**src/rtl/i2c_irq_pkg.sv**
```systemverilog
package i2c_irq_pkg;
    localparam int N_FIFO_EV    = 7;
    localparam int N_XFER_EV    = 5;
    localparam int SLV_BUSY_POS = 16;
    localparam int MST_BUSY_POS = 17;
    localparam int OFS_ENABLE   = 0;
    localparam int OFS_CAUSE    = 1;
    localparam int OFS_RESULT   = 2;

    typedef enum logic {
        IRQ_QUIET  = 1'b0,
        IRQ_RAISED = 1'b1
    } irq_state_e;
endpackage

```
**src/rtl/i2c_irq_sticky.sv**
```systemverilog
module i2c_irq_sticky #(
    parameter int WIDTH = 8
) (
    input  logic             clk,
    input  logic             rst_n,
    input  logic [WIDTH-1:0] set_i,
    input  logic [WIDTH-1:0] clr_i,
    output logic [WIDTH-1:0] q_o
);
    // set has priority over clear in the same cycle
    for (genvar b = 0; b < WIDTH; b++) begin : g_bit
        always_ff @(posedge clk) begin
            if (!rst_n)
                q_o[b] <= 1'b0;
            else if (set_i[b])
                q_o[b] <= 1'b1;
            else if (clr_i[b])
                q_o[b] <= 1'b0;
        end
    end
endmodule

```
**src/rtl/i2c_irq_state.sv**
```systemverilog
module i2c_irq_state
    import i2c_irq_pkg::*;
#(
    parameter int WIDTH = 12
) (
    input  logic             clk,
    input  logic             rst_n,
    input  logic [WIDTH-1:0] cause_i,
    input  logic [WIDTH-1:0] enable_i,
    output logic             irq_o
);
    irq_state_e state_q, state_d;
    logic       any_pend;

    assign any_pend = |(cause_i & enable_i);

    always_comb begin
        state_d = state_q;
        unique case (state_q)
            IRQ_QUIET:  if (any_pend)  state_d = IRQ_RAISED;
            IRQ_RAISED: if (!any_pend) state_d = IRQ_QUIET;
        endcase
    end

    always_ff @(posedge clk) begin
        if (!rst_n) state_q <= IRQ_QUIET;
        else        state_q <= state_d;
    end

    always_comb begin
        irq_o = (state_q == IRQ_RAISED);
    end
endmodule

```
**src/rtl/i2c_irq_regport.sv**
```systemverilog
module i2c_irq_regport
    import i2c_irq_pkg::*;
#(
    parameter int ADDR_W  = 4,
    parameter int DATA_W  = 32,
    parameter int N_CAUSE = 12,
    parameter int N_XFER  = 5
) (
    input  logic               sel_i,
    input  logic               wr_i,
    input  logic [ADDR_W-1:0]  addr_i,
    input  logic [DATA_W-1:0]  wdata_i,
    input  logic [N_CAUSE-1:0] en_q_i,
    input  logic [N_CAUSE-1:0] cause_q_i,
    input  logic [N_XFER-1:0]  result_q_i,
    input  logic               busy_slv_i,
    input  logic               busy_mst_i,
    output logic               en_we_o,
    output logic [N_CAUSE-1:0] cause_clr_o,
    output logic [N_XFER-1:0]  result_clr_o,
    output logic               result_rd_o,
    output logic [DATA_W-1:0]  rdata_o
);
    logic hit_en, hit_cause, hit_res, do_wr, do_rd;
    logic unused_wbits;

    assign unused_wbits = ^wdata_i[DATA_W-1:N_CAUSE];

    always_comb begin
        hit_en    = (addr_i == ADDR_W'(OFS_ENABLE));
        hit_cause = (addr_i == ADDR_W'(OFS_CAUSE));
        hit_res   = (addr_i == ADDR_W'(OFS_RESULT));
        do_wr     = sel_i &  wr_i;
        do_rd     = sel_i & ~wr_i;

        en_we_o      = do_wr & hit_en;
        cause_clr_o  = (do_wr & hit_cause) ? wdata_i[N_CAUSE-1:0] : '0;
        result_clr_o = (do_wr & hit_res)   ? wdata_i[N_XFER-1:0]  : '0;
        result_rd_o  = do_rd & hit_res;
        if (result_rd_o) result_clr_o[0] = 1'b1;

        rdata_o = '0;
        if (do_rd) begin
            if (hit_en) begin
                rdata_o[N_CAUSE-1:0] = en_q_i;
            end else if (hit_cause) begin
                rdata_o[N_CAUSE-1:0] = cause_q_i;
            end else if (hit_res) begin
                rdata_o[N_XFER-1:0]  = result_q_i;
                rdata_o[SLV_BUSY_POS] = busy_slv_i;
                rdata_o[MST_BUSY_POS] = busy_mst_i;
            end
        end
    end
endmodule

```
**src/rtl/i2c_irq_regs.sv**
```systemverilog
module i2c_irq_regs
    import i2c_irq_pkg::*;
#(
    parameter int ADDR_W      = 4,
    parameter int DATA_W      = 32,
    parameter int FIFO_EVENTS = N_FIFO_EV,
    parameter int XFER_EVENTS = N_XFER_EV
) (
    input  logic                   clk,
    input  logic                   rst_n,
    input  logic                   bus_sel,
    input  logic                   bus_wr,
    input  logic [ADDR_W-1:0]      bus_addr,
    input  logic [DATA_W-1:0]      bus_wdata,
    output logic [DATA_W-1:0]      bus_rdata,
    input  logic [FIFO_EVENTS-1:0] fifo_evt,
    input  logic [XFER_EVENTS-1:0] xfer_evt,
    input  logic                   busy_slave,
    input  logic                   busy_master,
    output logic                   irq
);
    localparam int N_CAUSE = FIFO_EVENTS + XFER_EVENTS;

    logic [N_CAUSE-1:0]     set_vec;
    logic [N_CAUSE-1:0]     cause_q;
    logic [N_CAUSE-1:0]     cause_clr;
    logic [N_CAUSE-1:0]     en_q;
    logic [XFER_EVENTS-1:0] result_q;
    logic [XFER_EVENTS-1:0] result_clr;
    logic                   en_we;
    logic                   result_rd;

    assign set_vec = {xfer_evt, fifo_evt};

    i2c_irq_regport #(
        .ADDR_W (ADDR_W),
        .DATA_W (DATA_W),
        .N_CAUSE(N_CAUSE),
        .N_XFER (XFER_EVENTS)
    ) u_port (
        .sel_i       (bus_sel),
        .wr_i        (bus_wr),
        .addr_i      (bus_addr),
        .wdata_i     (bus_wdata),
        .en_q_i      (en_q),
        .cause_q_i   (cause_q),
        .result_q_i  (result_q),
        .busy_slv_i  (busy_slave),
        .busy_mst_i  (busy_master),
        .en_we_o     (en_we),
        .cause_clr_o (cause_clr),
        .result_clr_o(result_clr),
        .result_rd_o (result_rd),
        .rdata_o     (bus_rdata)
    );

    always_ff @(posedge clk) begin
        if (!rst_n)     en_q <= '0;
        else if (en_we) en_q <= bus_wdata[N_CAUSE-1:0];
    end

    i2c_irq_sticky #(.WIDTH(N_CAUSE)) u_cause (
        .clk  (clk),
        .rst_n(rst_n),
        .set_i(set_vec),
        .clr_i(cause_clr),
        .q_o  (cause_q)
    );

    i2c_irq_sticky #(.WIDTH(XFER_EVENTS)) u_result (
        .clk  (clk),
        .rst_n(rst_n),
        .set_i(xfer_evt),
        .clr_i(result_clr),
        .q_o  (result_q)
    );

    i2c_irq_state #(.WIDTH(N_CAUSE)) u_irq (
        .clk     (clk),
        .rst_n   (rst_n),
        .cause_i (cause_q),
        .enable_i(en_q),
        .irq_o   (irq)
    );
endmodule

```
**config.mk**
```make
export PLATFORM = sky130hd
export DESIGN_NAME = i2c_irq_regs
export DESIGN_NICKNAME = d
export VERILOG_FILES = /design/src/rtl/i2c_irq_pkg.sv /design/src/rtl/i2c_irq_sticky.sv /design/src/rtl/i2c_irq_state.sv /design/src/rtl/i2c_irq_regport.sv /design/src/rtl/i2c_irq_regs.sv
export SDC_FILE = /design/constraint.sdc
export NUM_CORES = 1
export LEC_CHECK = 0
export BUFFER_PORTS_ARGS = -buffer_cell sky130_fd_sc_hd__clkbuf_2
export CAP_MARGIN = 15
export CORE_ASPECT_RATIO = 0.9
export CORE_MARGIN = 4
export CORE_UTILIZATION = 43
export CTS_BUF_LIST = sky130_fd_sc_hd__clkbuf_8
export CTS_CLUSTER_SIZE = 12
export DETAILED_ROUTE_END_ITERATION = 10
export PLACE_DENSITY_LB_ADDON = 0.08
export SLEW_MARGIN = 20
export SYNTH_ARGS = -nofsm -noshare
export SYNTH_HDL_FRONTEND = slang
export SYNTH_HIERARCHICAL = 1
export SYNTH_SLANG_ARGS = --single-unit
```
**constraint.sdc**
```tcl
create_clock -name clk -period 1.8 [get_ports clk]
set_clock_uncertainty 0.2 [all_clocks]
set_input_delay 0.09 -clock clk [delete_from_list [all_inputs] [get_ports clk]]
set_output_delay 0.09 -clock clk [all_outputs]
set_load 0.02 [all_outputs]
```
Word-level counts from Yosys, hierarchy flattened
Cells that the tools add are included.
{"block": "op_classes", "eq_ne": 2, "muxes": 47, "n_bitwise": 8, "reduce_logical": 19}
{"cell": "2-to-1 mux 1 bit", "count": 36}
{"cell": "2-to-1 mux 12 bit", "count": 3}
{"cell": "nonzero test 2 bit", "count": 17}
{"cell": "2-to-1 mux 5 bit", "count": 3}
{"cell": "bitwise AND 12 bit", "count": 1}
{"cell": "OR reduction 12 bit", "count": 1}
{"cell": "2-to-1 mux 2 bit", "count": 4}
{"cell": "2-to-1 mux 7 bit", "count": 1}
{"cell": "bitwise AND 1 bit", "count": 6}
{"cell": "== test 4 x 1 -> 1 bit, second input constant", "count": 1}
{"cell": "== test 4 x 2 -> 1 bit, second input constant", "count": 1}
{"cell": "zero test 4 bit", "count": 1}
{"cell": "inverter 1 bit", "count": 1}
{"block": "word_totals", "register_bits": 30}

Logic depth before layout (Yosys ltp)
Gate-level depths: netlist of the first run.
{"block": "logic_depth", "depth_word": 6, "mapped_depth": 7, "depth_no_buf": 5}

Cells and area by module
Netlist of the first run, hierarchy kept.
{"module": "i2c_irq_regport", "instances": 1, "cells_per_inst": 87, "area_each_um2": 588.1}
{"module": "i2c_irq_regs", "instances": 1, "cells_per_inst": 38, "area_each_um2": 450.4}
{"module": "i2c_irq_sticky at u_cause", "instances": 1, "cells_per_inst": 37, "area_each_um2": 416.6}
{"module": "i2c_irq_sticky at u_result", "instances": 1, "cells_per_inst": 15, "area_each_um2": 206.4}
{"module": "i2c_irq_state", "instances": 1, "cells_per_inst": 9, "area_each_um2": 101.3}

Worst setup path after synthesis of the first run
OpenSTA, ideal clock, no wires.
{"block": "synth_timing", "kind": "input-to-reg", "startpoint": "input bus_addr[3]", "endpoint": "register en_q[0]", "setup_time_ns": 0.116, "t_arrival_ns": 1.442, "t_required_ns": 1.484, "setup_slack_ns": 0.042, "cell_stages": 7, "path_buffers": 2, "path_cell_list": "nor3_1 > nor2b_1 > clkbuf_1 > nor2b_1 > buf_6 > mux2i_1 > nor2b_1"}
{"block": "synth_via", "elab_chain_len": 2}
{"element": "from (decl)", "line_no": "i2c_irq_regs.sv:13", "source": "input logic [ADDR_W-1:0] bus_addr,"}
{"element": "zero test 4 bit", "line_no": "i2c_irq_regport.sv:30", "source": "hit_en = (addr_i == ADDR_W'(OFS_ENABLE));"}
{"element": "bitwise AND 1 bit", "line_no": "i2c_irq_regport.sv:36", "source": "en_we_o = do_wr & hit_en;"}
{"element": "net en_we", "line_no": "i2c_irq_regs.sv:30", "source": "logic en_we;"}
{"element": "to (signal assigned)", "line_no": "i2c_irq_regs.sv:59", "source": "else if (en_we) en_q <= bus_wdata[N_CAUSE-1:0];"}
{"element": "to (decl)", "line_no": "i2c_irq_regs.sv:27", "source": "logic [N_CAUSE-1:0] en_q;"}
The timed path passes the listed nets, and every way through them passes these cells.
A chain may end at the register's enable or synchronous reset.

Final worst setup path of the first run
{"block": "layout_timing", "startpoint": "input bus_addr[3]", "endpoint": "output bus_rdata[16]"}
{"block": "layout_via", "elab_chain_len": 5, "word_cells_on_any_way": 7, "classes_between": "eq/ne (2); mux (4); reduce/logical (1)"}
{"element": "== test 4 x 2 -> 1 bit", "line_no": "i2c_irq_regport.sv:32", "source": "hit_res = (addr_i == ADDR_W'(OFS_RESULT));"}
{"element": "2-to-1 mux 2 bit", "line_no": "i2c_irq_regport.sv:48", "source": "end else if (hit_res) begin"}
{"element": "2-to-1 mux 2 bit", "line_no": "i2c_irq_regport.sv:46", "source": "end else if (hit_cause) begin"}
{"element": "2-to-1 mux 2 bit (*)", "line_no": "i2c_irq_regport.sv:44", "source": "if (hit_en) begin"}
{"element": "2-to-1 mux 2 bit (*)", "line_no": "i2c_irq_regport.sv:43", "source": "if (do_rd) begin"}
{"element": "to (decl)", "line_no": "i2c_irq_regs.sv:15", "source": "output logic [DATA_W-1:0] bus_rdata,"}
Every way passes the cells marked *; elsewhere a longest branch is shown, timed or not.

==> results.md, run 1 <==
- Placer Congestion: 0.780
- First-pass GRT wire length: 6980 microns
- Dpl hpwl: 2970 microns
- Power per cell area: 697 nW/um^2
- Core region area: 3840 sq um
- Chip height: 68.7 microns
- Tcrit/Tclk final: 91.3%
- Tmin final: 1.64 ns
- Final ANT Viol Nets: 0
- Grt total ovfl: 0
- Clock network fraction of design power: 40.6%
- Synthesized area: 1760 sq um
- Vias per inst: 4.98
- Seq pwr share: 44.1%
- Initial Util: 46.0%
- Row Count: 21
- CTS root buf: clkbuf_8
- Longest Clk Path Bufs: 2
- VDD IR max: 0.000394 V
- Ports: 87
- Die Width: 75.5 microns
- Die ar.: 5190 sq um
- Final setup violation count: 0
- Final nets: 315
- DRC: 0
- RSZ-0062 raised after global routing: false
- CP Launch Type: input pin
- R2R depth: 3
- Total wire length: 4340 microns
- First DRT Iteration DRCs: 68
- Setup crit end: bus_rdata[16]
- Hold crit path type: input pin to flip-flop
- Share of cells above drive strength 1: 27.5%
- Pleak: 1.06 nW
- TritonCTS Sinks: 30
- Req. time, crit path: 1.51 ns
- Sequential area share after synthesis: 34.1%
- Worst R2R Start: u_cause/q_o[0]
- Pins Over Slew Limit: 0
- Setup TNS: 0 ns
- Total number of vias: 1535
- Post-Place Worst Slack: 0.0903 ns
- FF+latch count, synth: 30
- Initial antenna violation count: 0
- Most common cell after layout, fill and taps aside: clkbuf_2
- Slew @ Worst Pin: 0.590 ns
- NetSw: 399 uW
- CP Launch Point: bus_addr[3]
- Clock slew at reported path FFs: 0.06 ns
- Setup crit end kind: output port
- Sw Ratio: 24.5%
- Status: complete, no violations
- Combinational share of power: 15.3%
- CTS tree: yes
- Crit path kind: input pin to output port
- Final Hold Fails: 0
- Number of global-route vias before repair: 1476
- Max-cap viol count: 0
- Commonest cells after routing, fill and taps aside: clkbuf_2, nor2b_1, dfxtp_1
- Area grow syn2layout: 32.2%
- DRT Pass-1 Iters: 4
- CTS H-tree depth: 2
- Slew Limit Headroom: 60.7%
- Syn Inst Count: 186
- Post-synthesis average cell area: 9.48 sq um
- Number of distinct library cells after synthesis: 26
- Flop2flop setup slack: 0.57 ns
- Maximum fanout along the worst path: 6
- Clk Latency, worst-skew pair: 0.28 ns
- F_max: 609 MHz
- RR Endpoint: u_irq/irq_o
- Antenna Cells: 0
- Largest net degree at the start of global routing: 36
- Post-route setup slack: 0.157 ns
- Port Buffer Count: 48
- Syn. warnings: 6
- DR WL/cell: 14.1 microns
- CP arrival: 1.35 ns
- GR Util All Layers: 17.8%
- Num CTS Buffers: 5
- Total internal power: 1.23 mW
==> how the worst min path moves through the flow <==
stage                            from               to  slack (ns)  cells past startpoint
after floorplan                 rst_n      u_irq/irq_o     -0.0007                      2
after global placement    fifo_evt[0]   u_cause/q_o[0]         0.1                      2
after detailed placement  fifo_evt[1]   u_cause/q_o[1]        0.10                      2
after CTS                       rst_n      u_irq/irq_o        0.19                      3
after global routing            rst_n  u_result/q_o[2]        0.26                      2
final                           rst_n      u_irq/irq_o        0.20                      3
==> state kept, by name, summed over array words and instances, names as in the netlist <==
signal and count:
u_result/q_o 5, u_cause/q_o 12, u_irq/irq_o 1, en_q 12
==> cells by family (layout without fill, tap and decap cells) <==
kind of cell / Yosys count / after routing / share of synthesized area [%]
mux: 19 / 19 / 10.8
compound gates: 35 / 35 / 16.3
other cells: 1 / 18 / 0.213
flops: 30 / 30 / 34.1
buf+inv: 28 / 87 / 10.9
simple gates: 73 / 73 / 27.8
==> per-layer routing <==
layer	GRT usage, %	vias up	part of all wire (%)
met2	29.0	73	46
met1	23.0	703	45
met3	4.64	2	8.6
met4	5.90	0	0.48
met5	0	-	0
li1	-	757	-
==> power groups by stage <==
stage                     Combinational [mW]  Sequential [mW]  Clock [mW]
after global routing                   0.274            0.720       0.715
after detailed placement               0.205            0.731           0
after global placement                 0.200            0.729           0
final                                  0.249            0.717       0.660
after CTS                              0.247            0.716       0.684
after floorplan                        0.167            0.725           0
==> cell type report <==
type	count	area (sq um)
fillers	342	1510
multi-input cells	145	1030
flip-flops and latches	30	601
repair buffers	78	526
clock buffers	5	68.8
well taps	46	57.6
clock inverters	3	40.0
inverters	1	3.75
==> synth_stat cells <==
| master | number | share of area, % |
|---|---|---|
| a31oi_1 | 1 | 0.36 |
| conb_1 | 1 | 0.21 |
| a221oi_2 | 3 | 2.6 |
| nor2_1 | 7 | 1.5 |
| mux2i_1 | 19 | 11 |
| dfxtp_1 | 30 | 34 |
| and3_1 | 12 | 4.3 |
| buf_4 | 18 | 7.7 |
| and2_1 | 6 | 2.1 |
| o21a_1 | 17 | 7.2 |
| buf_2 | 3 | 0.85 |
| clkbuf_1 | 4 | 0.85 |
| nor2_4 | 1 | 0.64 |
| nor2b_1 | 31 | 11 |
| nor4_2 | 1 | 0.71 |
| nand2_1 | 1 | 0.21 |
| nand2b_1 | 6 | 2.1 |
| nand3b_1 | 1 | 0.43 |
| a211oi_1 | 10 | 4.3 |
| or4b_1 | 1 | 0.57 |
| a22o_1 | 3 | 1.5 |
| nor3_1 | 1 | 0.28 |
| a21o_1 | 1 | 0.43 |
| buf_6 | 2 | 1.3 |
| nor2b_4 | 5 | 3.9 |
| inv_1 | 1 | 0.21 |
==> critical path, cell delays in order <==
cell and delay, ns:
clkbuf_2 0.10, or4b_1 0.69, nor2_4 0.18, and2_1 0.13, clkbuf_2 0.16
==> timing repair <==
action                    CTS  global route
resized for setup           0             0
buffers inserted            0             0
hold buffers               24             0
hold endpoints to repair   29             0
==> stage by stage <==
stage | power [mW] | cell area, sq um | util, % | std cells | hold slack, ns
floorplan | 0.892 | 1830 | - | 203 | -0.000660
global placement | 0.929 | 1980 | 51.7 | 276 | 0.0980
detailed placement | 0.936 | 1980 | 51.7 | 276 | 0.103
CTS | 1.65 | 2330 | 60.8 | 308 | 0.190
global route | 1.71 | 2330 | 60.8 | 308 | 0.263
finish | 1.63 | 2330 | 60.8 | 308 | 0.205
Note: power is estimated with default switching activity, not from simulation.
==> run 2, diff against run 1 <==
--- a/config.mk
+++ b/config.mk
@@ -9,7 +9,7 @@
 export CAP_MARGIN = 15
 export CORE_ASPECT_RATIO = 0.9
 export CORE_MARGIN = 4
-export CORE_UTILIZATION = 43
+export CORE_UTILIZATION = 40
 export CTS_BUF_LIST = sky130_fd_sc_hd__clkbuf_8
 export CTS_CLUSTER_SIZE = 12
 export DETAILED_ROUTE_END_ITERATION = 10
==> results.md, run 2 (synthesis results as in run 1) <==
- DRT Pass-1 Iters: 4 (unchanged)
- Num CTS Buffers: 5 (unchanged)
- Tcrit/Tclk final: 93.8% (+2.6 points)
- Most common cell after layout, fill and taps aside: clkbuf_2
- CTS H-tree depth: 2 (unchanged)
- Chip height: 71.0 microns (+3.3%)
- Final Hold Fails: 0 (unchanged)
- Clock slew at reported path FFs: 0.06 ns (about the same)
- Ports: 87 (unchanged)
- Core region area: 4160 sq um (+8.3%)
- Slew @ Worst Pin: 0.564 ns (-0.0266 ns)
- Row Count: 22 (+4.8%)
- Number of global-route vias before repair: 1406 (-4.7%)
- Total wire length: 4090 microns (-5.7%)
- Die Width: 78.0 microns (+3.3%)
- Setup crit end kind: output port
- Longest Clk Path Bufs: 2 (unchanged)
- First-pass GRT wire length: 6670 microns (-4.4%)
- Flop2flop setup slack: 0.59 ns (+0.02 ns)
- Req. time, crit path: 1.51 ns (about the same)
- Largest net degree at the start of global routing: 36 (unchanged)
- CP Launch Point: bus_addr[3]
- Hold Startpoint: rst_n
- Maximum fanout along the worst path: 6 (unchanged)
- Dpl hpwl: 3000 microns (+1.0%)
- Tmin final: 1.69 ns (+0.0460 ns)
- RR Endpoint: u_irq/irq_o
- Port Buffer Count: 48 (unchanged)
- Die ar.: 5540 sq um (+6.6%)
- Commonest cells after routing, fill and taps aside: clkbuf_2, nor2b_1, dfxtp_1
- Top flop regs: en_q (12), u_cause/q_o (12), u_result/q_o (5)
- VDD IR max: 0.000462 V (+17%)
- Dpl cells: 290 (+5.1%)
- Final setup violation count: 0 (unchanged)
- Initial Util: 42.4% (-3.5 points)
- Slew Limit Headroom: 62.4% (+1.8 points)
- Placer Congestion: 0.724 (-7.2%)
- Grt total ovfl: 0 (unchanged)
- Vias per inst: 4.70 (-5.6%)
- Status: complete, no violations
- Fin util: 56.1% (-4.7 points)
- Crit path kind: input pin to output port
- CTS tree: yes
- Post-CTS sizing: 0 (unchanged)
- Clk Latency, worst-skew pair: 0.27 ns (about the same)
- Total number of vias: 1515 (-1.3%)
- Area grow syn2layout: 32.2% (unchanged)
- Initial antenna violation count: 0 (unchanged)
- Share of cells above drive strength 1: 27.1% (-0.38 points)
- Pins Over Slew Limit: 0 (unchanged)
- Pleak: 1.05 nW (-0.52%)
- Power per cell area: 646 nW/um^2 (-7.4%)
- R2R depth: 3 (unchanged)
- CTS root buf: clkbuf_8
- Tot Pwr: 1.51 mW (-7.4%)
- Max-cap viol count: 0 (unchanged)
- Final non-filler cell total: 322 (+4.5%)
- Final nets: 315 (unchanged)
- Final ANT Viol Nets: 0 (unchanged)
- DR WL/cell: 12.7 microns (-9.8%)
- CP arrival: 1.40 ns (+0.05 ns)
- Hold endpoint: u_irq/irq_o
- Setup TNS: 0 ns (unchanged)
- Worst R2R Start: u_cause/q_o[0]
- RSZ-0062 raised after global routing: false
- TritonCTS Sinks: 30 (unchanged)
- F_max: 592 MHz (-2.7%)
- CP Launch Type: input pin
- Hold crit path type: input pin to flip-flop
- GR Util All Layers: 14.9% (-2.9 points)
- Hold path depth: 3 (unchanged)
- First DRT Iteration DRCs: 66 (-2.9%)
- DRC: 0 (unchanged)
- Antenna Cells: 0 (unchanged)
- Post-CTS setup buffer count: 0 (unchanged)
==> run 2: cell types whose count changed in the layout (fill, tap and decap cells not counted), sizes merged <==
| cell | previous run | this run |
|---|---|---|
| bufinv | 1 | 0 |
| clkinv | 2 | 1 |
| inv | 1 | 2 |
| clkbuf | 53 | 54 |
==> run 2: metrics by stage <==
| step | worst slack (ns) | instance area, sq um | hold WS (ns) |
|---|---|---|---|
| 2_1_floorplan | 0.0421 | 1830 | -0.000660 |
| 6_report | 0.111 | 2330 | 0.199 |
| 5_1_grt | 0.0227 | 2330 | 0.248 |
| 3_5_place_dp | 0.0956 | 2000 | 0.105 |
| 3_3_place_gp | 0.118 | 2000 | 0.0987 |
| 4_1_cts | 0.119 | 2330 | 0.195 |
==> run 2: power by group <==
| group | leakage, nW | switching (mW) | total, mW | internal (mW) |
|---|---|---|---|---|
| Clock | 0.0524 | 0.242 | 0.544 | 0.302 |
| Sequential | 0.247 | 0.0216 | 0.716 | 0.694 |
| Combinational | 0.754 | 0.120 | 0.246 | 0.126 |
| Total | 1.05 | 0.384 | 1.51 | 1.12 |
==> run 2: how the worst max path moves through the flow <==
stage / slack [ns] / depth (start not counted) / end
CTS: 0.12 / 4 / bus_rdata[1]
detailed placement: 0.1 / 6 / u_result/q_o[0]
global route: 0.02 / 4 / bus_rdata[1]
floorplan: 0.04 / 7 / en_q[0]
global placement: 0.12 / 6 / u_result/q_o[0]
finish: 0.11 / 4 / bus_rdata[1]
==> run 2: what timing repair did <==
| item | 4_1_cts | 5_1_grt |
|---|---|---|
| hold endpoints to repair | 29 | 0 |
| hold buffers | 24 | 0 |
| setup endpoints to repair | 0 | 0 |
==> run 2: area by class of cell <==
| class | instances | area, sq um |
|---|---|---|
| Multi-Input combinational cell | 145 | 1030 |
| Sequential cell | 30 | 601 |
| Tap cell | 60 | 75.1 |
| Clock inverter | 2 | 8.76 |
| Fill cell | 384 | 1830 |
| Clock buffer | 6 | 82.6 |
| Timing Repair Buffer | 78 | 526 |
| Inverter | 1 | 3.75 |
==> run 2: worst max-delay path, cell delays in order <==
cell and delay, ns:
clkbuf_2 0.10, or4b_1 0.69, a211oi_1 0.29, clkbuf_2 0.22
==> run 2: layer usage <==
| layer | up-vias | GRT usage [%] | routed length [microns] |
|---|---|---|---|
| met1 | 693 | 19.7 | 1940 |
| met4 | 0 | 4.08 | 38 |
| li1 | 762 | - | - |
| met5 | - | 0 | 0 |
| met3 | 4 | 4.33 | 328 |
| met2 | 56 | 23.8 | 1780 |
